File: src/rtl/rsv_pkg.sv
package rsv_pkg;
  typedef enum logic [1:0] {
    OP_NONE = 2'd0,
    OP_LR   = 2'd1,
    OP_SC   = 2'd2,
    OP_ST   = 2'd3
  } rsv_op_e;
endpackage

File: src/rtl/rsv_entry.sv
// One thread's reservation with its deferred-invalidation timer.
module rsv_entry
  import rsv_pkg::*;
#(
  parameter int LW    = 26,
  parameter int DEFER = 16
) (
  input  logic          clk,
  input  logic          rst_n,
  input  rsv_op_e       op,
  input  logic [LW-1:0] line_in,
  input  logic          kill_now,
  input  logic          kill_defer,
  output logic          valid_o,
  output logic [LW-1:0] line_o
);
  localparam int CW = (DEFER > 1) ? $clog2(DEFER) : 1;

  logic          valid_q, valid_d;
  logic          pend_q, pend_d;
  logic [CW-1:0] cnt_q, cnt_d;
  logic [LW-1:0] line_q;
  logic          line_en;

  always_comb begin
    valid_d = valid_q;
    pend_d  = pend_q;
    cnt_d   = cnt_q;
    line_en = 1'b0;
    if (op == OP_LR) begin
      valid_d = 1'b1;
      pend_d  = 1'b0;
      cnt_d   = '0;
      line_en = 1'b1;
    end else if (op == OP_SC || kill_now) begin
      valid_d = 1'b0;
      pend_d  = 1'b0;
      cnt_d   = '0;
    end else if (pend_q) begin
      if (cnt_q == '0) begin
        valid_d = 1'b0;
        pend_d  = 1'b0;
      end else begin
        cnt_d = cnt_q - 1'b1;
      end
    end else if (kill_defer && valid_q) begin
      pend_d = 1'b1;
      cnt_d  = CW'(DEFER - 1);
    end
  end

  always_ff @(posedge clk or negedge rst_n) begin
    if (!rst_n) begin
      valid_q <= 1'b0;
      pend_q  <= 1'b0;
      cnt_q   <= '0;
      line_q  <= '0;
    end else begin
      valid_q <= valid_d;
      pend_q  <= pend_d;
      cnt_q   <= cnt_d;
      if (line_en) line_q <= line_in;
    end
  end

  assign valid_o = valid_q;
  assign line_o  = line_q;
endmodule

File: src/rtl/rsv_arbiter.sv
// Same-cycle resolution: store-conditional winners and kill requests.
module rsv_arbiter
  import rsv_pkg::*;
#(
  parameter int NTHR = 4,
  parameter int LW   = 26
) (
  input  logic [2*NTHR-1:0]  ops,
  input  logic [NTHR*LW-1:0] lines,
  input  logic [NTHR-1:0]    resv_valid,
  input  logic [NTHR*LW-1:0] resv_lines,
  output logic [NTHR-1:0]    sc_ok,
  output logic [NTHR-1:0]    kill_now,
  output logic [NTHR-1:0]    kill_defer
);
  logic [NTHR-1:0] cand;
  logic [NTHR-1:0] wr;

  always_comb begin
    for (int i = 0; i < NTHR; i++) begin
      cand[i] = (ops[2*i +: 2] == OP_SC) && resv_valid[i] &&
                (resv_lines[i*LW +: LW] == lines[i*LW +: LW]);
    end
  end

  always_comb begin
    for (int i = 0; i < NTHR; i++) begin
      sc_ok[i] = cand[i];
      for (int j = 0; j < NTHR; j++) begin
        if (j != i && lines[j*LW +: LW] == lines[i*LW +: LW]) begin
          if (ops[2*j +: 2] == OP_ST) sc_ok[i] = 1'b0;
          if (j < i && cand[j])       sc_ok[i] = 1'b0;
        end
      end
      wr[i] = (ops[2*i +: 2] == OP_ST) || sc_ok[i];
    end
  end

  always_comb begin
    for (int k = 0; k < NTHR; k++) begin
      kill_now[k]   = 1'b0;
      kill_defer[k] = 1'b0;
      for (int i = 0; i < NTHR; i++) begin
        if (i != k && resv_valid[k] &&
            lines[i*LW +: LW] == resv_lines[k*LW +: LW]) begin
          if (wr[i])                    kill_now[k]   = 1'b1;
          if (ops[2*i +: 2] == OP_LR)   kill_defer[k] = 1'b1;
        end
      end
    end
  end
endmodule

File: src/rtl/rsv_report.sv
// Registered result codes and invalidation broadcast per lane.
module rsv_report
  import rsv_pkg::*;
#(
  parameter int NTHR = 4,
  parameter int LW   = 26
) (
  input  logic               clk,
  input  logic               rst_n,
  input  logic [2*NTHR-1:0]  ops,
  input  logic [NTHR*LW-1:0] lines,
  input  logic [NTHR-1:0]    sc_ok,
  output logic [NTHR-1:0]    sc_done_o,
  output logic [NTHR-1:0]    sc_fail_o,
  output logic [NTHR-1:0]    inv_valid_o,
  output logic [NTHR*LW-1:0] inv_line_o
);
  logic [NTHR-1:0] done_d, fail_d, inv_d;

  always_comb begin
    for (int i = 0; i < NTHR; i++) begin
      done_d[i] = (ops[2*i +: 2] == OP_SC);
      fail_d[i] = done_d[i] && !sc_ok[i];
      inv_d[i]  = (ops[2*i +: 2] == OP_LR) || (ops[2*i +: 2] == OP_ST) || sc_ok[i];
    end
  end

  always_ff @(posedge clk or negedge rst_n) begin
    if (!rst_n) begin
      sc_done_o   <= '0;
      sc_fail_o   <= '0;
      inv_valid_o <= '0;
    end else begin
      sc_done_o   <= done_d;
      sc_fail_o   <= fail_d;
      inv_valid_o <= inv_d;
    end
  end

  for (genvar g = 0; g < NTHR; g++) begin : g_line
    always_ff @(posedge clk or negedge rst_n) begin
      if (!rst_n)       inv_line_o[g*LW +: LW] <= '0;
      else if (inv_d[g]) inv_line_o[g*LW +: LW] <= lines[g*LW +: LW];
    end
  end
endmodule

File: src/rtl/rsv_monitor.sv
module rsv_monitor
  import rsv_pkg::*;
#(
  parameter int NTHR       = 4,
  parameter int AW         = 32,
  parameter int LINE_BYTES = 64,
  parameter int DEFER      = 16
) (
  input  logic                              clk,
  input  logic                              rst_ni,
  input  logic [2*NTHR-1:0]                 op_i,
  input  logic [AW*NTHR-1:0]                addr_i,
  output logic [NTHR-1:0]                   sc_done_o,
  output logic [NTHR-1:0]                   sc_fail_o,
  output logic [NTHR-1:0]                   resv_valid_o,
  output logic [NTHR-1:0]                   inv_valid_o,
  output logic [(AW-$clog2(LINE_BYTES))*NTHR-1:0] inv_line_o
);
  localparam int OFFB = $clog2(LINE_BYTES);
  localparam int LW   = AW - OFFB;

  logic [1:0]         rst_sync_q;
  logic               rst_sync_n;
  logic [NTHR*LW-1:0] lines;
  logic [NTHR*LW-1:0] resv_lines;
  logic [NTHR-1:0]    sc_ok, kill_now, kill_defer;

  always_ff @(posedge clk or negedge rst_ni) begin
    if (!rst_ni) rst_sync_q <= '0;
    else         rst_sync_q <= {rst_sync_q[0], 1'b1};
  end
  assign rst_sync_n = rst_sync_q[1];

  for (genvar g = 0; g < NTHR; g++) begin : g_thr
    assign lines[g*LW +: LW] = addr_i[g*AW + OFFB +: LW];

    rsv_entry #(.LW(LW), .DEFER(DEFER)) u_entry (
      .clk        (clk),
      .rst_n      (rst_sync_n),
      .op         (rsv_op_e'(op_i[2*g +: 2])),
      .line_in    (lines[g*LW +: LW]),
      .kill_now   (kill_now[g]),
      .kill_defer (kill_defer[g]),
      .valid_o    (resv_valid_o[g]),
      .line_o     (resv_lines[g*LW +: LW])
    );
  end

  rsv_arbiter #(.NTHR(NTHR), .LW(LW)) u_arb (
    .ops        (op_i),
    .lines      (lines),
    .resv_valid (resv_valid_o),
    .resv_lines (resv_lines),
    .sc_ok      (sc_ok),
    .kill_now   (kill_now),
    .kill_defer (kill_defer)
  );

  rsv_report #(.NTHR(NTHR), .LW(LW)) u_rep (
    .clk         (clk),
    .rst_n       (rst_sync_n),
    .ops         (op_i),
    .lines       (lines),
    .sc_ok       (sc_ok),
    .sc_done_o   (sc_done_o),
    .sc_fail_o   (sc_fail_o),
    .inv_valid_o (inv_valid_o),
    .inv_line_o  (inv_line_o)
  );
endmodule

File: config.mk
export PLATFORM = sky130hd
export DESIGN_NAME = rsv_monitor
export DESIGN_NICKNAME = d
export VERILOG_FILES = /design/src/rtl/rsv_pkg.sv /design/src/rtl/rsv_entry.sv /design/src/rtl/rsv_arbiter.sv /design/src/rtl/rsv_report.sv /design/src/rtl/rsv_monitor.sv
export SDC_FILE = /design/constraint.sdc
export NUM_CORES = 1
export LEC_CHECK = 0
export BUFFER_PORTS_ARGS = -buffer_cell sky130_fd_sc_hd__buf_4
export CAP_MARGIN = 20
export CORE_MARGIN = 4
export CORE_UTILIZATION = 35
export DETAILED_ROUTE_END_ITERATION = 8
export PLACE_DENSITY = 0.62
export SYNTH_ARGS = -nofsm -noshare
export SYNTH_HDL_FRONTEND = slang
export SYNTH_SLANG_ARGS = --single-unit
export TNS_END_PERCENT = 1
File: constraint.sdc
create_clock -name clk -period 17.7 [get_ports clk]
set_input_delay 2.655 -clock clk [delete_from_list [all_inputs] [get_ports clk]]
set_output_delay 2.655 -clock clk [all_outputs]
set_load 0.02 [all_outputs]
==> flow_summary.yaml, run 1 <==
sta:
  slew_viol_final: 0
  max_freq_ghz: 0.1956
  rsz0062_at_grt: "false"
  fin_crit_sh_pct: 28.88
  worst_slew_pin_slew_ns: 1.073
  finalHoldViolations: 0
  fin_tns_setup_ns: 0
  relSlewSlack_pct: 28.30
  holdWs_ns: 0.3352
  setup_violations: 0
  period_needed_ns: 5.113
  skew_ns: 0.01092
  finalWorstSetupSlack_ns: 12.59
placement:
  post-place-ws_ns: 12.11
  dp_hpwl_um: 48710
  placedCellCount: 2505
  gp_congestion: 1.085
  portBuffers: 233
synth:
  synth.yosys.warnings: 0
  synth_compound_area_share_pct: 2.891
  synth-seq-cells: 246
  syn_nets: 1983
  async_flop_share_pct: 100.0
  ys_types: 63
  synth_fa_ha_area_share_pct: 0.3444
  muxShareOfSynthArea_pct: 8.394
  ys.flop_type: "dfrtp_1"
  synthTopCellsByArea: "dfrtp_1 (35%), xnor2_1 (22%), mux2_2 (7.5%)"
  synth.avg_cell_area_um2: 9.473
  synth_edf_count: 0
  yosysSeqAreaShare_pct: 35.30
  synthXorXnorAreaFrac_pct: 29.36
  syn_inst: 1841
  yosysTopAreaCell: "dfrtp_1"
  synth_top_family_by_area: "XOR/XNOR gates"
  synth_area_um2: 17440
  synthSimpleGateAreaFrac_pct: 16.13
  synth_top_area_share_pct: 35.30
floorplan:
  initial_utilization_pct: 35.56
  fp.dieH_um: 231.2
  fp-row-count: 81
  die_area_um2: 53470
  ioPinCount: 258
  die_w_um: 231.2
  core_area_um2: 49050
power:
  power_w: 0.001853
  power_switching_w: 0.0006403
  irDropWorstVdd_uv: 69.66
  p_comb_share_pct: 26.6
  netSwitchingFraction_pct: 34.55
  power_frac_clock_pct: 33.8
  seqPwrFrac_pct: 39.6
  p_int_w: 0.001213
  powerDensity_nw_per_um2: 93.27
  leakage_nw: 7.875
setup_path:
  worst_setup_path_end_kind: "register"
  path_class: "input port to register"
  critPathLaunchType: "input port"
  cp_top_family: "simple AND/OR/NAND/NOR gates"
  worstPathMaxFanout: 28
  arrival_ns: 5.58
  cp_num_buf_inv: 1
  crit_slowest_cell: "nor2_4"
  cp_cell_sequence: "buf_4 > xnor2_1 > nand4_1 > nor4_4 > a21oi_1 > o221a_2 > nor2_4 > mux2_2"
  critPathMaxStageDelay_ns: 0.81
  crit_required_ns: 18.17
layout:
  multiInputGateArea_um2: 9973
  instances_no_fill: 2563
  most-common-layout-cells: "xnor2_1 (440), nand2_1 (257), dfrtp_1 (245)"
  fillers: 4866
  syn2layout_area_growth_pct: 13.93
  drive_gt1_share_pct: 23.08
  final_common_cell: "xnor2_1"
  final-seq-area_um2: 6160
  fin_nets: 2017
clock_tree:
  worst_skew_pair.late_latency_ns: 0.59
  clk_path_buf_depth: 3
  postCtsHoldBufs: 0
  cts_made_buffers: 31
  clock_sinks: 246
  cts_setup_buffers: 0
  root_buffer: "clkbuf_16"
  clkSlewWorstSetupHoldPaths_ns: 0.06
  cts_tree: "built"
  ctsResizeCount: 0
  cts_max_level: 1
drt:
  final_antenna_net_count: 0
  dr_total_vias: 14940
  drtPass1Iterations: 6
  drc: 0
  wl_um: 75090
  drt_iter0_drc: 2013
  vias_per_cell: 5.830
  post_drt_wl_per_cell_um: 29.30
global_routing:
  grt_pass1_vias: 14900
  grt_usage_pct: 27.38
  antenna_found_initial: 2
  use_met1_pct: 35.90
  grt_pass1_wl_um: 106500
  overflow: 0
  top_usage_layer: "met2"
  grt_max_degree: 80
  grtUsageMet2_pct: 39.96
  grt.met3_usage_pct: 7.534
job:
  cap_violations: 0
worst_hold_path:
  hp-class: "register to async pin"
run_status:
  status: "completed"
==> flip-flops by register name (all words and copies together), names as in the netlist <==
name	count
g_thr.u_entry.cnt_q	16
rst_sync_q	2
g_thr.u_entry.line_o	104
g_thr.u_entry.pend_q	4
u_rep.inv_valid_o	4
u_rep.sc_done_o	4
u_rep.sc_fail_o	4
g_thr.u_entry.valid_o	4
u_rep.inv_line_o	104
==> synth_stat cells (all sizes together) (3+ instances only) <==
library cell and n:
and3 5, nor2b 8, o21ai 3, inv 18
and4 3, nand4 130, nand2 257, nand2b 7
nor3 32, nor2 34, mux2 130, a21o 3
and2 7, ha 4, a21oi 6, xnor2 449
nand3 27, or3 3, dfrtp 246, nor4 47
a2111oi 5, xor2 128, clkbuf 88, a31oi 3
a221oi 3, o31a 4, o211ai 4, buf 154
a211oi 7
==> per-layer routing <==
layer	vias to the layer above	share of wire, %
li1	6098	-
met1	7253	38
met2	1184	41
met3	405	13
met4	2	7.9
met5	-	0.017
==> power groups by stage <==
stage / clock [W] / sequential (W) / combinational [W]
6_report: 0.000626 / 0.000735 / 0.000493
5_1_grt: 0.000666 / 0.000738 / 0.000524
4_1_cts: 0.000642 / 0.000730 / 0.000485
3_5_place_dp: 0 / 0.000740 / 0.000483
3_3_place_gp: 0 / 0.000738 / 0.000472
2_1_floorplan: 0 / 0.000688 / 0.000370
==> area by class of cell <==
type,instances,share of cell area (%)
multi-input combinational,1335,50.19
tap,664,4.181
clock buffer,45,4.420
timing repair buffer,243,9.282
inverter,18,0.3400
sequential,246,31.00
clock inverter,11,0.5730
antenna,1,0.01259
==> kinds of logic after synthesis <==
kind of cell	after synthesis
fa+ha+maj	5
simple gates	566
other cells	1
flops	246
compound gates	56
buf+inv	260
mux	130
xor+xnor	577
==> worst register-to-register path, cell delays in order (launching register included) <==
cell     delay (ns)
dfrtp_1        0.54
and3b_1        0.32
nand4_1        0.14
nor4_2         0.45
a21oi_1        0.28
o221a_2        0.34
nor2_4         0.81
mux2_2         0.44
==> stage by stage <==
step	cell area (µm²)	util (%)
5_1_grt	19870	40.50
3_3_place_gp	18850	38.42
3_5_place_dp	18850	38.42
6_report	19870	40.51
4_1_cts	19840	40.45
2_1_floorplan	17440	-
==> worst paths after layout <==
check | from | to | slack (ns) | cells past startpoint
max | addr_i[12] | u_rep.inv_line_o[59]$_DFFE_PN0P_ | 12.59 | 8
min | rst_sync_q[1]$_DFF_PN0_ | u_rep.inv_line_o[3]$_DFFE_PN0P_ | 0.34 | 0
max reg2reg | g_thr[0].u_entry.valid_o$_DFFE_PN0P_ | u_rep.inv_line_o[59]$_DFFE_PN0P_ | 14.27 | 7
min reg2reg | rst_sync_q[1]$_DFF_PN0_ | u_rep.inv_line_o[3]$_DFFE_PN0P_ | 0.34 | 0
max in group asynchronous | rst_sync_q[1]$_DFF_PN0_ | u_rep.inv_line_o[55]$_DFFE_PN0P_ | 15.59 | 3
min in group clk | rst_sync_q[0]$_DFF_PN0_ | rst_sync_q[1]$_DFF_PN0_ | 0.35 | 0
Note: power is estimated with default switching activity, not from simulation.
==> run 2, diff against run 1 <==
--- a/config.mk
+++ b/config.mk
@@ -5,6 +5,7 @@
 export SDC_FILE = /design/constraint.sdc
 export NUM_CORES = 1
 export LEC_CHECK = 0
+export ABC_AREA = 1
 export BUFFER_PORTS_ARGS = -buffer_cell sky130_fd_sc_hd__buf_4
 export CAP_MARGIN = 20
 export CORE_MARGIN = 4
==> constraint.sdc (replaced) <==
create_clock -name clk -period 5.22 [get_ports clk]
set_input_delay 0.783 -clock clk [delete_from_list [all_inputs] [get_ports clk]]
set_output_delay 0.783 -clock clk [all_outputs]
set_load 0.02 [all_outputs]
==> run 2 against run 1 <==
  * Non-clock buffer count did not move
  * Synthesized area rose by 8.6%
  * Combinational power rose to 4.1 times the previous value
  * Power rose to 3.8 times the previous value
  * Worst setup slack got worse by 11 ns
  * Global-route usage rose by 8.7 points
  * Sequential share of layout area fell by 2.7 points
  * Sequential cell count did not move
  * Highest routed layer unchanged
  * Count of clock-buffer cells in the layout rose by 5
==> flow_summary.yaml, run 2 <==
synth:
  synth.avg_cell_area_um2: 6.910
  yosysSeqAreaShare_pct: 32.49
  yosysTopAreaCell: "dfrtp_1"
  ys.flop_type: "dfrtp_1"
  synth.most_common_cell: "nand2_1"
  synth_edf_count: 0
  synth_top_area_share_pct: 32.49
  synthTopCellsByArea: "dfrtp_1 (32%), nand2_1 (14%), nor2_1 (6.9%)"
  async_flop_share_pct: 100.0
  syn_inst: 2742
  ys_types: 53
  synth_area_um2: 18950
  synth-seq-cells: 246
  netlist_top_cells_count: "nand2_1 (720), nor2_1 (349), dfrtp_1 (246)"
  synth.yosys.warnings: 0
  syn_nets: 2884
power:
  irDropWorstVdd_uv: 212.6
  leakage_nw: 10.01
  power_w: 0.006967
  powerDensity_nw_per_um2: 320.2
global_routing:
  grt_max_degree: 159
  overflow: 0
  antenna_found_initial: 4
  grt_pass1_wl_um: 147300
  grt_pass1_vias: 19560
  grt_usage_pct: 36.05
clock_tree:
  clkSlewWorstSetupHoldPaths_ns: 0.06
  root_buffer: "clkbuf_16"
  clock_sinks: 246
  ctsResizeCount: 0
  cts_tree: "built"
  cts_max_level: 2
  worst_skew_pair.late_latency_ns: 0.57
  clk_path_buf_depth: 3
  cts_made_buffers: 35
run_status:
  status: "completed"
sta:
  period_needed_ns: 3.203
  finalWorstSetupSlack_ns: 2.017
  slew_viol_final: 0
  finalHoldViolations: 0
  max_freq_ghz: 0.3122
  fin_crit_sh_pct: 61.36
  relSlewSlack_pct: 20.33
  fin_tns_setup_ns: 0
  rsz0062_at_grt: "false"
  skew_ns: 0.02255
  setup_violations: 0
  worst_slew_pin_slew_ns: 1.195
drt:
  drtPass1Iterations: 8
  final_antenna_net_count: 0
  dr_total_vias: 20900
  post_drt_wl_per_cell_um: 30.25
  drc: 0
  drt_iter0_drc: 2954
  wl_um: 107800
  vias_per_cell: 5.864
setup_path:
  crit_required_ns: 5.70
  critPathLaunchType: "register"
  arrival_ns: 3.68
  reg2reg_slack_ns: 2.02
  worstPathMaxFanout: 32
  worst_setup_path_end_kind: "register"
  path_class: "register to register"
  reg2reg_depth: 10
floorplan:
  fp.dieH_um: 240.7
  die_area_um2: 57920
  fp-row-count: 85
  die_w_um: 240.7
  ioPinCount: 258
  initial_utilization_pct: 35.28
  core_area_um2: 53710
placement:
  gp_congestion: 1.066
  portBuffers: 233
  post-place-ws_ns: 1.623
  dp_hpwl_um: 79120
layout:
  most-common-layout-cells: "nand2_1 (720), nor2_1 (345), dfrtp_1 (245)"
  fillers: 5730
  final_common_cell: "nand2_1"
  fin_nets: 2985
  syn2layout_area_growth_pct: 14.85
  drive_gt1_share_pct: 13.99
worst_hold_path:
  hp-class: "register to async pin"
job:
  cap_violations: 0
==> run 2: cell type report <==
| class | count | area [µm²] | share of cell area [%] |
|---|---|---|---|
| timing repair buffer | 243 | 1864 | 8.567 |
| multi-input combinational | 2035 | 10580 | 48.63 |
| clock buffer | 50 | 1075 | 4.939 |
| antenna | 2 | 5.005 | 0.02300 |
| inverter | 282 | 1072 | 4.928 |
| sequential | 246 | 6160 | 28.31 |
| tap | 696 | 870.8 | 4.002 |
| clock inverter | 10 | 131.4 | 0.6037 |
==> run 2: cell families (layout without fill, tap and decap cells) <==
| group | count (synthesis) | in the layout | synth area share (%) |
|---|---|---|---|
| adder cells (fa/ha/maj) | 4 | 4 | 0.2642 |
| AND/OR/NAND/NOR | 1357 | 1357 | 30.45 |
| flip-flops | 246 | 246 | 32.49 |
| AO/OA/AOI/OAI | 388 | 388 | 11.76 |
| XOR/XNOR | 285 | 285 | 13.25 |
| other | 1 | 3 | 0.01979 |
| buffers and inverters | 461 | 585 | 11.76 |
==> run 2: report_power, final <==
part           internal (W)  leakage, nW  switching, W  total, W
clock network       0.00157        0.598      0.000988   0.00256
logic              0.000641         6.47       0.00136   0.00200
registers           0.00209         2.94      0.000319   0.00241
total               0.00430         10.0       0.00266   0.00697
==> run 2: worst max-delay path, cell delays in order (launching register included) <==
cell,delay [ns]
dfrtp_1,0.50
inv_1,0.30
nand2_1,0.08
a21oi_1,0.17
nand4_1,0.33
nor2_1,0.41
nand2_2,0.14
o21ai_4,0.49
buf_4,0.43
nor2_1,0.07
a21oi_1,0.13
==> run 2: repair_timing <==
action / CTS / global route
setup buffers: 0 / 0
hold buffers: 1 / 0
endpoints found under the hold margin: 2 / 0
==> run 2: per-stage QoR <==
stage,utilization [%],hold WS [ns],area [µm²],instances
global placement,38.21,0.2427,20520,3500
global route,40.51,0.2682,21760,3562
floorplan,-,0.3311,18950,2742
finish,40.52,0.2387,21760,3564
CTS,40.47,0.2543,21740,3561
detailed placement,38.21,0.2481,20520,3500
==> run 2: per-layer routing <==
layer / track usage (%) / up-vias / part of all wire (%)
li1: - / 8975 / -
met1: 43.68 / 9801 / 36
met2: 55.40 / 1636 / 43
met3: 10.04 / 487 / 12
met4: 25.59 / 2 / 9.2
met5: 0 / - / 0.0065
==> run 2: path summary, 6_finish.rpt <==
| kind | end | start |
|---|---|---|
| min in group clk | rst_sync_q[1]$_DFF_PN0_ | rst_sync_q[0]$_DFF_PN0_ |
| worst max-delay path | u_rep.inv_line_o[91]$_DFFE_PN0P_ | g_thr[3].u_entry.line_o[8]$_DFFE_PN0P_ |
| worst min-delay path | u_rep.inv_line_o[89]$_DFFE_PN0P_ | rst_sync_q[1]$_DFF_PN0_ |
| worst max register to register | u_rep.inv_line_o[91]$_DFFE_PN0P_ | g_thr[3].u_entry.line_o[8]$_DFFE_PN0P_ |
| worst min register to register | u_rep.inv_line_o[89]$_DFFE_PN0P_ | rst_sync_q[1]$_DFF_PN0_ |
| max in group asynchronous | u_rep.inv_valid_o[2]$_DFF_PN0_ | rst_sync_q[1]$_DFF_PN0_ |
